### src/rtl/flash_seq_pkg.sv
package flash_seq_pkg;

    typedef enum logic [1:0] {
        ST_IDLE  = 2'd0,
        ST_ARMED = 2'd1,
        ST_WAIT  = 2'd2,
        ST_FIRE  = 2'd3
    } seq_state_e;

endpackage

### src/rtl/flash_trig_sync.sv
module flash_trig_sync #(
    parameter int STAGES = 2
) (
    input  logic clk,
    input  logic rst_n,
    input  logic din_i,
    input  logic fall_sel_i,
    output logic edge_o
);
    localparam int TOP = STAGES;

    logic [TOP:0] sh_d, sh_q;

    always_comb begin
        sh_d = {sh_q[TOP-1:0], din_i};
    end

    always_ff @(posedge clk or negedge rst_n) begin
        if (!rst_n) sh_q <= '0;
        else        sh_q <= sh_d;
    end

    // sh_q[TOP-1] is the synchronised level, sh_q[TOP] its previous value
    assign edge_o = fall_sel_i ? (sh_q[TOP] & ~sh_q[TOP-1])
                               : (sh_q[TOP-1] & ~sh_q[TOP]);
endmodule

### src/rtl/flash_seq_fsm.sv
module flash_seq_fsm
    import flash_seq_pkg::*;
#(
    parameter int CNT_W = 24
) (
    input  logic             clk,
    input  logic             rst_n,
    input  logic             arm_i,
    input  logic             abort_i,
    input  logic             trig_i,
    input  logic [CNT_W-1:0] delay_i,
    input  logic [CNT_W-1:0] ontime_i,
    output logic             flash_on_o,
    output logic             pre_on_o,
    output logic             done_o
);
    typedef struct packed {
        seq_state_e       state;
        logic [CNT_W-1:0] cnt;
        logic             flash;
        logic             pre;
        logic             done;
    } seq_regs_t;

    seq_regs_t d, q;

    function automatic logic [CNT_W-1:0] on_load(input logic [CNT_W-1:0] n);
        return (n == '0) ? '0 : n - 1'b1;
    endfunction

    always_comb begin
        d      = q;
        d.done = 1'b0;
        if (abort_i) begin
            d.state = ST_IDLE;
            d.flash = 1'b0;
            d.pre   = 1'b0;
            d.cnt   = '0;
        end else begin
            unique case (q.state)
                ST_IDLE: begin
                    if (arm_i) d.state = ST_ARMED;
                end
                ST_ARMED: begin
                    if (trig_i) begin
                        d.pre = 1'b1;
                        if (delay_i == '0) begin
                            d.state = ST_FIRE;
                            d.flash = 1'b1;
                            d.cnt   = on_load(ontime_i);
                        end else begin
                            d.state = ST_WAIT;
                            d.cnt   = delay_i - 1'b1;
                        end
                    end
                end
                ST_WAIT: begin
                    if (q.cnt == '0) begin
                        d.state = ST_FIRE;
                        d.flash = 1'b1;
                        d.cnt   = on_load(ontime_i);
                    end else begin
                        d.cnt = q.cnt - 1'b1;
                    end
                end
                ST_FIRE: begin
                    if (q.cnt == '0) begin
                        d.state = ST_IDLE;
                        d.flash = 1'b0;
                        d.pre   = 1'b0;
                        d.done  = 1'b1;
                    end else begin
                        d.cnt = q.cnt - 1'b1;
                    end
                end
                default: d.state = ST_IDLE;
            endcase
        end
    end

    always_ff @(posedge clk or negedge rst_n) begin
        if (!rst_n) begin
            q.state <= ST_IDLE;
            q.cnt   <= '0;
            q.flash <= 1'b0;
            q.pre   <= 1'b0;
            q.done  <= 1'b0;
        end else begin
            q <= d;
        end
    end

    assign flash_on_o = q.flash;
    assign pre_on_o   = q.pre;
    assign done_o     = q.done;


    pre_covers_flash_chk: assert property (@(posedge clk) disable iff (!rst_n)
        q.flash |-> q.pre);


    done_single_chk: assert property (@(posedge clk) disable iff (!rst_n)
        q.done |=> !q.done);


    done_at_end_chk: assert property (@(posedge clk) disable iff (!rst_n)
        q.done |-> ($past(q.flash) && !q.flash && !q.pre));


    abort_clear_chk: assert property (@(posedge clk) disable iff (!rst_n)
        abort_i |=> (!q.flash && !q.pre && !q.done));


    fire_from_armed_chk: assert property (@(posedge clk) disable iff (!rst_n)
        $rose(q.pre) |-> ($past(q.state) == ST_ARMED));
endmodule

### src/rtl/flash_seq.sv
module flash_seq #(
    parameter int CNT_W       = 24,
    parameter int SYNC_STAGES = 2
) (
    input  logic             clk,
    input  logic             rst_n,
    input  logic             cam_vsync_i,
    input  logic             alt_trig_i,
    input  logic             arm_i,
    input  logic             abort_i,
    input  logic             fall_edge_i,
    input  logic             alt_src_i,
    input  logic             active_high_i,
    input  logic [CNT_W-1:0] delay_i,
    input  logic [CNT_W-1:0] ontime_i,
    output logic             flash_o,
    output logic             prelight_o,
    output logic             done_o
);
    localparam int N_SRC = 2;

    logic [N_SRC-1:0] src_in, src_fall, src_edge;
    logic             trig;
    logic             flash_on, pre_on;

    assign src_in   = {alt_trig_i, cam_vsync_i};
    assign src_fall = {1'b0, fall_edge_i};

    for (genvar g = 0; g < N_SRC; g++) begin : g_src
        flash_trig_sync #(.STAGES(SYNC_STAGES)) u_sync (
            .clk        (clk),
            .rst_n      (rst_n),
            .din_i      (src_in[g]),
            .fall_sel_i (src_fall[g]),
            .edge_o     (src_edge[g])
        );
    end

    assign trig = alt_src_i ? src_edge[1] : src_edge[0];

    flash_seq_fsm #(.CNT_W(CNT_W)) u_fsm (
        .clk        (clk),
        .rst_n      (rst_n),
        .arm_i      (arm_i),
        .abort_i    (abort_i),
        .trig_i     (trig),
        .delay_i    (delay_i),
        .ontime_i   (ontime_i),
        .flash_on_o (flash_on),
        .pre_on_o   (pre_on),
        .done_o     (done_o)
    );

    assign flash_o    = active_high_i ? flash_on : ~flash_on;
    assign prelight_o = active_high_i ? pre_on   : ~pre_on;
endmodule

### config.mk
export PLATFORM = sky130hd
export DESIGN_NAME = flash_seq
export DESIGN_NICKNAME = d
export VERILOG_FILES = /design/src/rtl/flash_seq_pkg.sv /design/src/rtl/flash_trig_sync.sv /design/src/rtl/flash_seq_fsm.sv /design/src/rtl/flash_seq.sv
export SDC_FILE = /design/constraint.sdc
export NUM_CORES = 1
export LEC_CHECK = 0
export BUFFER_PORTS_ARGS = -buffer_cell sky130_fd_sc_hd__buf_2
export CORE_MARGIN = 1.5
export CORE_UTILIZATION = 60
export DETAILED_ROUTE_END_ITERATION = 16
export PLACE_DENSITY = 0.83
export REMOVE_ABC_BUFFERS = 1
export SLEW_MARGIN = 0
export SYNTH_ARGS = -nofsm -noshare
export SYNTH_HDL_FRONTEND = slang
export SYNTH_HIERARCHICAL = 1
export SYNTH_SLANG_ARGS = --single-unit
### constraint.sdc
create_clock -name clk -period 5.62 [get_ports clk]
set_input_delay 0.562 -clock clk [delete_from_list [all_inputs] [get_ports clk]]
set_output_delay 0.562 -clock clk [all_outputs]
set_load 0.02 [all_outputs]
==> results of run 1 <==
-- sequential cells by signal, summed over array words and instances, names as in the netlist --
signal	count
g_src.u_sync/sh_q	6
u_fsm/flash_on_o	1
u_fsm/pre_on_o	1
u_fsm/done_o	1
u_fsm/q	26
-- metal layers --
metal,GRT usage,vias up
li1,-,1965
met1,0.493,1960
met2,0.568,344
met3,0.100,49
met4,0.117,0
met5,0,-
-- path summary, 6_finish.rpt --
kind / from / end / slack [ns] / cells after the start
worst max-delay path: u_fsm/q[3] / u_fsm/q[15] / 2.28 / 8
worst max register to register: u_fsm/q[3] / u_fsm/q[15] / 2.28 / 8
worst min-delay path: g_src[0].u_sync/sh_q[0] / g_src[0].u_sync/sh_q[1] / 0.35 / 0
worst min register to register: g_src[0].u_sync/sh_q[0] / g_src[0].u_sync/sh_q[1] / 0.35 / 0
min in group asynchronous: rst_n / u_fsm/q[25] / 0.37 / 1
max in group asynchronous: rst_n / u_fsm/q[8] / 4.73 / 1
-- through the flow --
| step | area [sq um] | std cells |
|---|---|---|
| final | 4110 | 606 |
| after global routing | 4110 | 606 |
| after CTS | 4110 | 606 |
| after detailed placement | 4020 | 599 |
| after global placement | 4020 | 599 |
| after floorplan | 3580 | 459 |
-- logic make-up (layout without fill, tap and decap cells) --
family / Yosys count / after routing
adder cells (fa/ha/maj): 7 / 7
XOR/XNOR: 40 / 40
flip-flops: 35 / 35
multiplexers: 4 / 4
other: 1 / 2
AO/OA/AOI/OAI: 144 / 144
AND/OR/NAND/NOR: 216 / 216
buffers and inverters: 40 / 83
-- power breakdown --
group,internal (mW),switching [mW],total [mW]
clock network,0.0963,0.0939,0.190
registers,0.314,0.0852,0.399
logic,0.361,0.614,0.975
-- layout make-up --
cell class / count / area share
Timing Repair Buffer: 65 / 0.0828
Sequential cell: 35 / 0.213
Clock inverter: 1 / 0.00122
Inverter: 11 / 0.0100
Tap cell: 75 / 0.0228
Multi-Input combinational cell: 413 / 0.650
Clock buffer: 6 / 0.0201
-- worst max-delay path, cell delays in order (launching register included) --
cell,delay (ns)
sky130_fd_sc_hd__dfrtp_1,0.45
sky130_fd_sc_hd__inv_1,0.08
sky130_fd_sc_hd__ha_1,0.20
sky130_fd_sc_hd__nor3b_1,0.73
sky130_fd_sc_hd__nand3_1,0.32
sky130_fd_sc_hd__o21a_1,0.64
sky130_fd_sc_hd__nand2_1,0.49
sky130_fd_sc_hd__a21oi_1,0.08
sky130_fd_sc_hd__a32o_1,0.22
-- Yosys cell counts, types with 11 or more instances --
| master | instances |
|---|---|
| sky130_fd_sc_hd__nor4_1 | 23 |
| sky130_fd_sc_hd__nand2_1 | 28 |
| sky130_fd_sc_hd__nor2_1 | 46 |
| sky130_fd_sc_hd__or4_1 | 11 |
| sky130_fd_sc_hd__clkbuf_1 | 27 |
| sky130_fd_sc_hd__xnor2_1 | 24 |
| sky130_fd_sc_hd__xor2_1 | 16 |
| sky130_fd_sc_hd__nand3_1 | 20 |
| sky130_fd_sc_hd__dfrtp_1 | 35 |
| sky130_fd_sc_hd__a21oi_1 | 33 |
| sky130_fd_sc_hd__nor3_1 | 22 |
| sky130_fd_sc_hd__o21ai_0 | 25 |
| sky130_fd_sc_hd__inv_1 | 11 |
==> results.md, run 1 <==
Timing:
- Setup violations remaining at the end of the flow were counted as 0.
- The final max-slew violation count is 0.
- Setup repair after global routing left no endpoint under its margin.
- The number of endpoints with negative hold slack in the final report came to 0.
- At the pin with the least slew margin, the transition time is 1.04 ns.
- For the final database, setup skew stands at 0.00797 ns.
- Hold is met by 0.348 ns.
- Setup slack closes at 2.28 ns.
- In the final timing run, aggregate negative setup slack is 0 ns.
- The shortest period the worst path allows is 3.34 ns.
- The part of the cycle the worst path needs is 0.594.
- The maximum clock frequency is 0.299 GHz.
- The headroom to the max-slew limit is 0.305.

Floorplanning:
- The height of the chip is 81.4 um.
- The initial utilization of the core area, before any placement, comes to 0.623.
- The initialized floorplan defines 28 standard-cell rows.
- In this run the count of I/O pins placed on the die edge is 60.
- The die width is 81.4 um.
- The die footprint is 6630 sq um.
- The core region is 5920 sq um.

Finish:
- The fraction of layout cells with a size suffix above 1 is 0.181.
- In the layout the commonest cells are sky130_fd_sc_hd__buf_2, sky130_fd_sc_hd__nor2_1, sky130_fd_sc_hd__dfrtp_1.
- The antenna cell count is 0.
- The area taken by multi-input logic gates is 2670 sq um.
- Measured on the finished design, the core utilization comes to 0.694.
- In the final layout, flip-flops and latches occupy 876 sq um.
- In the final design database the tool counted 595 nets.
- The synthesis-to-finish area growth is 11.4%.
- The count of filler cells inserted in the layout is 496.
- The most common library cell in the layout ignoring fill and taps is sky130_fd_sc_hd__buf_2.

Routing:
- The violation count after the first detailed-routing iteration is 559.
- The DRC violation count after routing is 0.
- Routed signal wires occupy layers up through met4.
- The per-cell routed wire length is 19.5 um.
- The per-cell via count in the routed design is 7.13.
- The sum of met3 wire segment lengths after detailed routing is 1.55 mm.
- The met1 layer wirelength in the final routing is 4.76 mm.
- The routed design has 11.8 mm of wire.
- The via total after detailed routing is 4318.
- The count of nets left with antenna violations once routing finished came out at 0.
- Before antenna repair, the detailed router went through 9 iterations.
- The total met2 wirelength after detailed routing is 5.15 mm.

Yosys:
- The synthesized design contains 35 register bits.
- The distinct cell type count of the synthesized netlist is 66.
- The dominant combinational cell family by area after synthesis is simple AND/OR/NAND/NOR gates.
- Of the total synthesized cell area, the portion taken by AND, OR, NAND and NOR gates is 0.325.
- The per-instance average area after synthesis is 7.58 sq um.
- Of the synthesized area, sequential elements account for 0.237.
- The number of cells produced by synthesis is 487.
- The adder-cell area share of the yosys netlist is 0.0237.
- The predominant post-synthesis flop cell is sky130_fd_sc_hd__dfrtp_1.
- The compound-cell area share of the yosys netlist came to 0.264.
- After synthesis, the share of flip-flops with an asynchronous set or reset is 1.00.
- The leading area contributor after synthesis is sky130_fd_sc_hd__dfrtp_1.
- Of the total synthesized cell area, the portion taken by XOR and XNOR cells is 0.0949.
- The number of warnings printed during yosys synthesis is 6.
- The mux share of post-synthesis cell area is 0.0122.
- The cell area after technology mapping is 3690 sq um.
- Counting flops with a built-in enable in the synthesized netlist gives 0.
- The share of the synthesized area in the top cell type is 0.237.
- In the post-synthesis netlist, the biggest area contributors are sky130_fd_sc_hd__dfrtp_1, sky130_fd_sc_hd__xnor2_1, sky130_fd_sc_hd__nor2_1.

Status:
- The flow ran to the end, and the final reports show no timing, DRC or antenna violations.

GRT:
- The total grt overflow is 0.
- The number of antenna violations at the first check in global routing was 0.
- The via count of the first global-routing pass is 3768.
- The largest net degree at the start of global routing is 36.
- The global-route wire length before repair is 18.6 mm.
- The total routing resource utilization after global routing is 0.367.

Critical path:
- The highest net fanout along the worst path is 27.
- The kind of start point of the critical path is a register.
- STA puts the critical path data required time at 5.80 ns.
- Data arrives at the worst endpoint at 3.52 ns.
- The type of element capturing the critical path is a register.
- By startpoint and endpoint, the worst setup path is classified as register to register.

Min path:
- The min-delay analysis places its worst path in the category register to register.

Placement:
- Input and output buffers added on the ports amount to 59.
- Prior to clock tree synthesis, the placed netlist has a worst setup slack of 2.25 ns.
- The half-perimeter wire length after placement is 8.64 mm.
- The routability congestion estimate is 1.07.

Clock tree:
- The number of gates resized after CTS is 0.
- Clock-pin slew was measured on the worst setup and hold paths at 0.08 ns.
- The clock tree from TritonCTS is yes.
- After clock tree synthesis, the flow added hold-fix buffers numbering 0.
- In this run the clock root is driven by a sky130_fd_sc_hd__clkbuf_8.
- Clock tree synthesis inserted a total of 5 buffers.
- The clock insertion delay at the later pin of the skew report is 0.29 ns.
- The post-CTS setup buffer count is 0.
- The number of H-tree levels is 2.
- The number of sinks on the clock net is 35.
- Counting along the longest clock path gives a buffer depth of 2.

Pwr:
- The maximum resistive drop on vdd is 237 uV.
- The total leakage power is 1.55 nW.
- The power density relative to cell area is 381 nW/um^2.
- The power consumption is 1.56 mW.

Run:
- Max-cap violations in this run came to 0.
(Power assumes the default switching activity.)
==> inputs of run 2 (changes only) <==
--- a/config.mk
+++ b/config.mk
@@ -7,9 +7,9 @@
 export LEC_CHECK = 0
 export BUFFER_PORTS_ARGS = -buffer_cell sky130_fd_sc_hd__buf_2
 export CORE_MARGIN = 1.5
-export CORE_UTILIZATION = 60
+export CORE_UTILIZATION = 58
 export DETAILED_ROUTE_END_ITERATION = 16
-export PLACE_DENSITY = 0.83
+export PLACE_DENSITY = 0.81
 export REMOVE_ABC_BUFFERS = 1
 export SLEW_MARGIN = 0
 export SYNTH_ARGS = -nofsm -noshare
==> constraint.sdc (replaced) <==
create_clock -name clk -period 3.4 [get_ports clk]
set_input_delay 0.34 -clock clk [delete_from_list [all_inputs] [get_ports clk]]
set_output_delay 0.34 -clock clk [all_outputs]
set_load 0.02 [all_outputs]
==> run 2 against run 1 <==
Net effect:
- setup slack got worse by 1.8 ns
- routed wire length increased by 4.9%
- clock-buffer cell count unchanged
- total power rose by 75%
- highest routed layer unchanged
- register-to-register slack got worse by 1.8 ns
- critical path type unchanged
- clock power is 110% higher
==> results.md, run 2 (synthesized netlist as in run 1, its figures left out) <==
Status:
- Outcome: finished, final reports clean (unchanged).

Routing:
- The DRC violation count after routing is 0 (unchanged).
- The via total after detailed routing was 4409 (was 4318).
- The violation count after the first detailed-routing iteration is 512 (was 559).
- The per-cell via count in the routed design is 7.09 (was 7.13).
- The final antenna-violating net count is 0 (unchanged).
- The per-cell routed wire length is 20.0 um (was 19.5 um).
- The total length of routed wires is 12.4 mm (was 11.8 mm).
- The number of detailed-routing iterations run before antenna repair was 6 (was 9).

Pwr:
- The internal cell power was 1.41 mW (was 0.771 mW).
- The power consumption is 2.74 mW (was 1.56 mW).
- The proportion of power drawn by combinational gates is 0.613 (was 0.623).
- The net switching power came to 1.34 mW (was 0.794 mW).
- The power density relative to cell area was 645 nW/um^2 (was 381 nW/um^2).
- The maximum resistive drop on vdd is 453 uV (was 237 uV).
- The switching power as a share of total power came to 0.487 (was 0.507).
- The share of power burned in the clock network came to 0.148 (was 0.122).
- The sequential power share was 0.239 (was 0.255).
- The total leakage power is 1.63 nW (was 1.55 nW).

Clock tree:
- The post-CTS setup buffer count was 0 (unchanged).
- The clock insertion delay at the later pin of the skew report is 0.31 ns (was 0.29 ns).
- The clock tree from TritonCTS is yes (unchanged).
- The number of H-tree levels is 2 (unchanged).
- The number of sinks on the clock net came to 35 (unchanged).
- The clock input transition at the sequential cells of the worst setup and hold paths is 0.08 ns (about the same).
- The number of gates resized after CTS was 0 (unchanged).
- The number of hold buffers added after cts is 0 (unchanged).
- The number of buffers created by CTS came to 5 (unchanged).
- The number of buffers between clock root and the deepest sink is 2 (unchanged).
- The root buffer cell is sky130_fd_sc_hd__clkbuf_8 (unchanged).

Critical path:
- The data arrival time of the critical path is 3.09 ns (was 3.52 ns).
- The data required time of the worst path was 3.61 ns (was 5.80 ns).
- The slowest cell on the critical path is sky130_fd_sc_hd__or4b_2 (was sky130_fd_sc_hd__nor3b_1).
- The type of element capturing the critical path is a register (unchanged).
- The highest net fanout along the worst path is 6 (was 27).
- The class of the most critical setup path is register to register (unchanged).
- The register-to-register setup slack is 0.52 ns (was 2.28 ns).
- The largest stage delay on the critical path is 0.61 ns (was 0.73 ns).
- CP cell instances: inv_1, ha_1, nor3b_1, and4_1, or4b_2, a21oi_1, o21ai_0, a311oi_1 (was inv_1, ha_1, nor3b_1, nand3_1, o21a_1, nand2_1, a21oi_1, a32o_1).
- The kind of start point of the critical path is a register (unchanged).

Placement:
- The count of port buffers added during placement is 59 (unchanged).
- The routability congestion estimate was 0.969 (was 1.07).
- The cell total after placement is 614 (was 599).
- The half-perimeter wire length after placement came to 9.06 mm (was 8.64 mm).

Timing:
- The number of endpoints with negative hold slack in the final report is 0 (unchanged).
- The maximum clock frequency is 0.347 GHz (was 0.299 GHz).
- The shortest period the worst path allows came to 2.88 ns (was 3.34 ns).
- The part of the cycle the worst path needs is 0.847 (was 0.594).
- The slew at the pin closest to its max-slew limit came to 0.834 ns (was 1.04 ns).
- Unrepaired setup endpoints after global routing: no (unchanged).
- The clock skew after layout is 0.0112 ns (was 0.00797 ns).
- The headroom to the max-slew limit is 0.439 (was 0.305).
- The final max-slew violation count is 0 (unchanged).
- The count of endpoints failing setup in the final report was 0 (unchanged).

GRT:
- The via count of the first global-routing pass is 3924 (was 3768).
- The total grt overflow is 0 (unchanged).
- The total routing resource utilization after global routing is 0.375 (was 0.367).
- The number of antenna violations at the first check in global routing is 0 (unchanged).
- The largest net degree at the start of global routing is 36 (unchanged).
- The global-route wire length before repair was 19.3 mm (was 18.6 mm).

Finish:
- The most common library cell in the layout ignoring fill and taps is sky130_fd_sc_hd__buf_2 (unchanged).
- The top register by number of flip-flops is u_fsm/q (unchanged).
- The number of flip-flops under the largest register name came to 26 (unchanged).
- Largest regs: u_fsm/q: 26 flops, g_src.u_sync/sh_q: 6 flops (unchanged).
- The count of placed standard cells in the final layout, fillers left out was 622 (was 606).
- The antenna cell count was 0 (unchanged).
- The synthesis-to-finish area growth is 15.2% (was 11.4%).
- The fraction of layout cells with a size suffix above 1 is 0.205 (was 0.181).
- Most used cells in the layout excluding fill and tap cells: sky130_fd_sc_hd__buf_2, sky130_fd_sc_hd__nor2_1, sky130_fd_sc_hd__dfrtp_1 (unchanged).
- The number of nets at the end of the flow came to 610 (was 595).

Floorplanning:
- The die footprint is 6850 sq um (was 6630 sq um).
- The die width was 82.8 um (was 81.4 um).
- The height of the chip is 82.8 um (was 81.4 um).
- The area of the core is 6030 sq um (was 5920 sq um).
- The initial cell density of the core came to 0.613 (was 0.623).
- The count of pins on the block boundary is 60 (unchanged).
- The number of rows in the core area is 28 (unchanged).

Run:
- The max-cap check violation count is 0 (unchanged).

Min path:
- The type of the tightest min-delay check is input pin to async pin (was register to register).
==> run 2: routing by layer <==
layer | up-vias | track usage | share of wire | routed length (um)
li1 | 1997 | - | - | -
met1 | 2047 | 0.514 | 0.41 | 5130
met2 | 321 | 0.597 | 0.44 | 5520
met3 | 44 | 0.0492 | 0.11 | 1400
met4 | 0 | 0.147 | 0.029 | 364
met5 | - | 0 | 0 | 0
==> run 2: area by class of cell <==
type                    instances  area, sq um
multi-input cells             413         2670
fillers                       536         1770
flip-flops and latches         35          876
repair buffers                 80          453
well taps                      75         93.8
clock buffers                   6         82.6
inverters                      11         41.3
clock inverters                 2         35.0
==> run 2: worst max-delay path, delay by kind of cell (launching register included) <==
| kind | cells | cell delay, ns |
|---|---|---|
| simple gates | 3 | 1.49 |
| compound gates | 3 | 0.59 |
| flops | 1 | 0.45 |
| fa+ha+maj | 1 | 0.18 |
| buf+inv | 1 | 0.08 |
==> run 2: final timing paths <==
kind / start / endpoint / cells past startpoint
min reg2reg: g_src[1].u_sync/sh_q[0] / g_src[1].u_sync/sh_q[1] / 0
max in group asynchronous: rst_n / u_fsm/q[15] / 1
max: u_fsm/q[3] / u_fsm/q[21] / 8
min in group clk: alt_trig_i / g_src[1].u_sync/sh_q[0] / 1
min: rst_n / u_fsm/q[24] / 1
max reg2reg: u_fsm/q[3] / u_fsm/q[21] / 8
==> run 2: stage by stage <==
step	utilization	hold slack (ns)	TNS (ns)	cell area, sq um	worst slack (ns)
2_1_floorplan	-	0.0444	-0.260	3580	-0.144
3_3_place_gp	0.686	0.334	0	4140	0.342
3_5_place_dp	0.686	0.336	0	4140	0.290
4_1_cts	0.706	0.147	0	4250	0.585
5_1_grt	0.706	0.139	0	4250	0.393
6_report	0.706	0.125	0	4250	0.521
==> run 2: power by group through the flow <==
stage / clock, mW / sequential [mW] / combinational [mW]
final: 0.405 / 0.657 / 1.68
after global routing: 0.426 / 0.673 / 1.82
after CTS: 0.402 / 0.649 / 1.62
after detailed placement: 0 / 0.655 / 1.60
after global placement: 0 / 0.651 / 1.57
after floorplan: 0 / 0.623 / 1.10
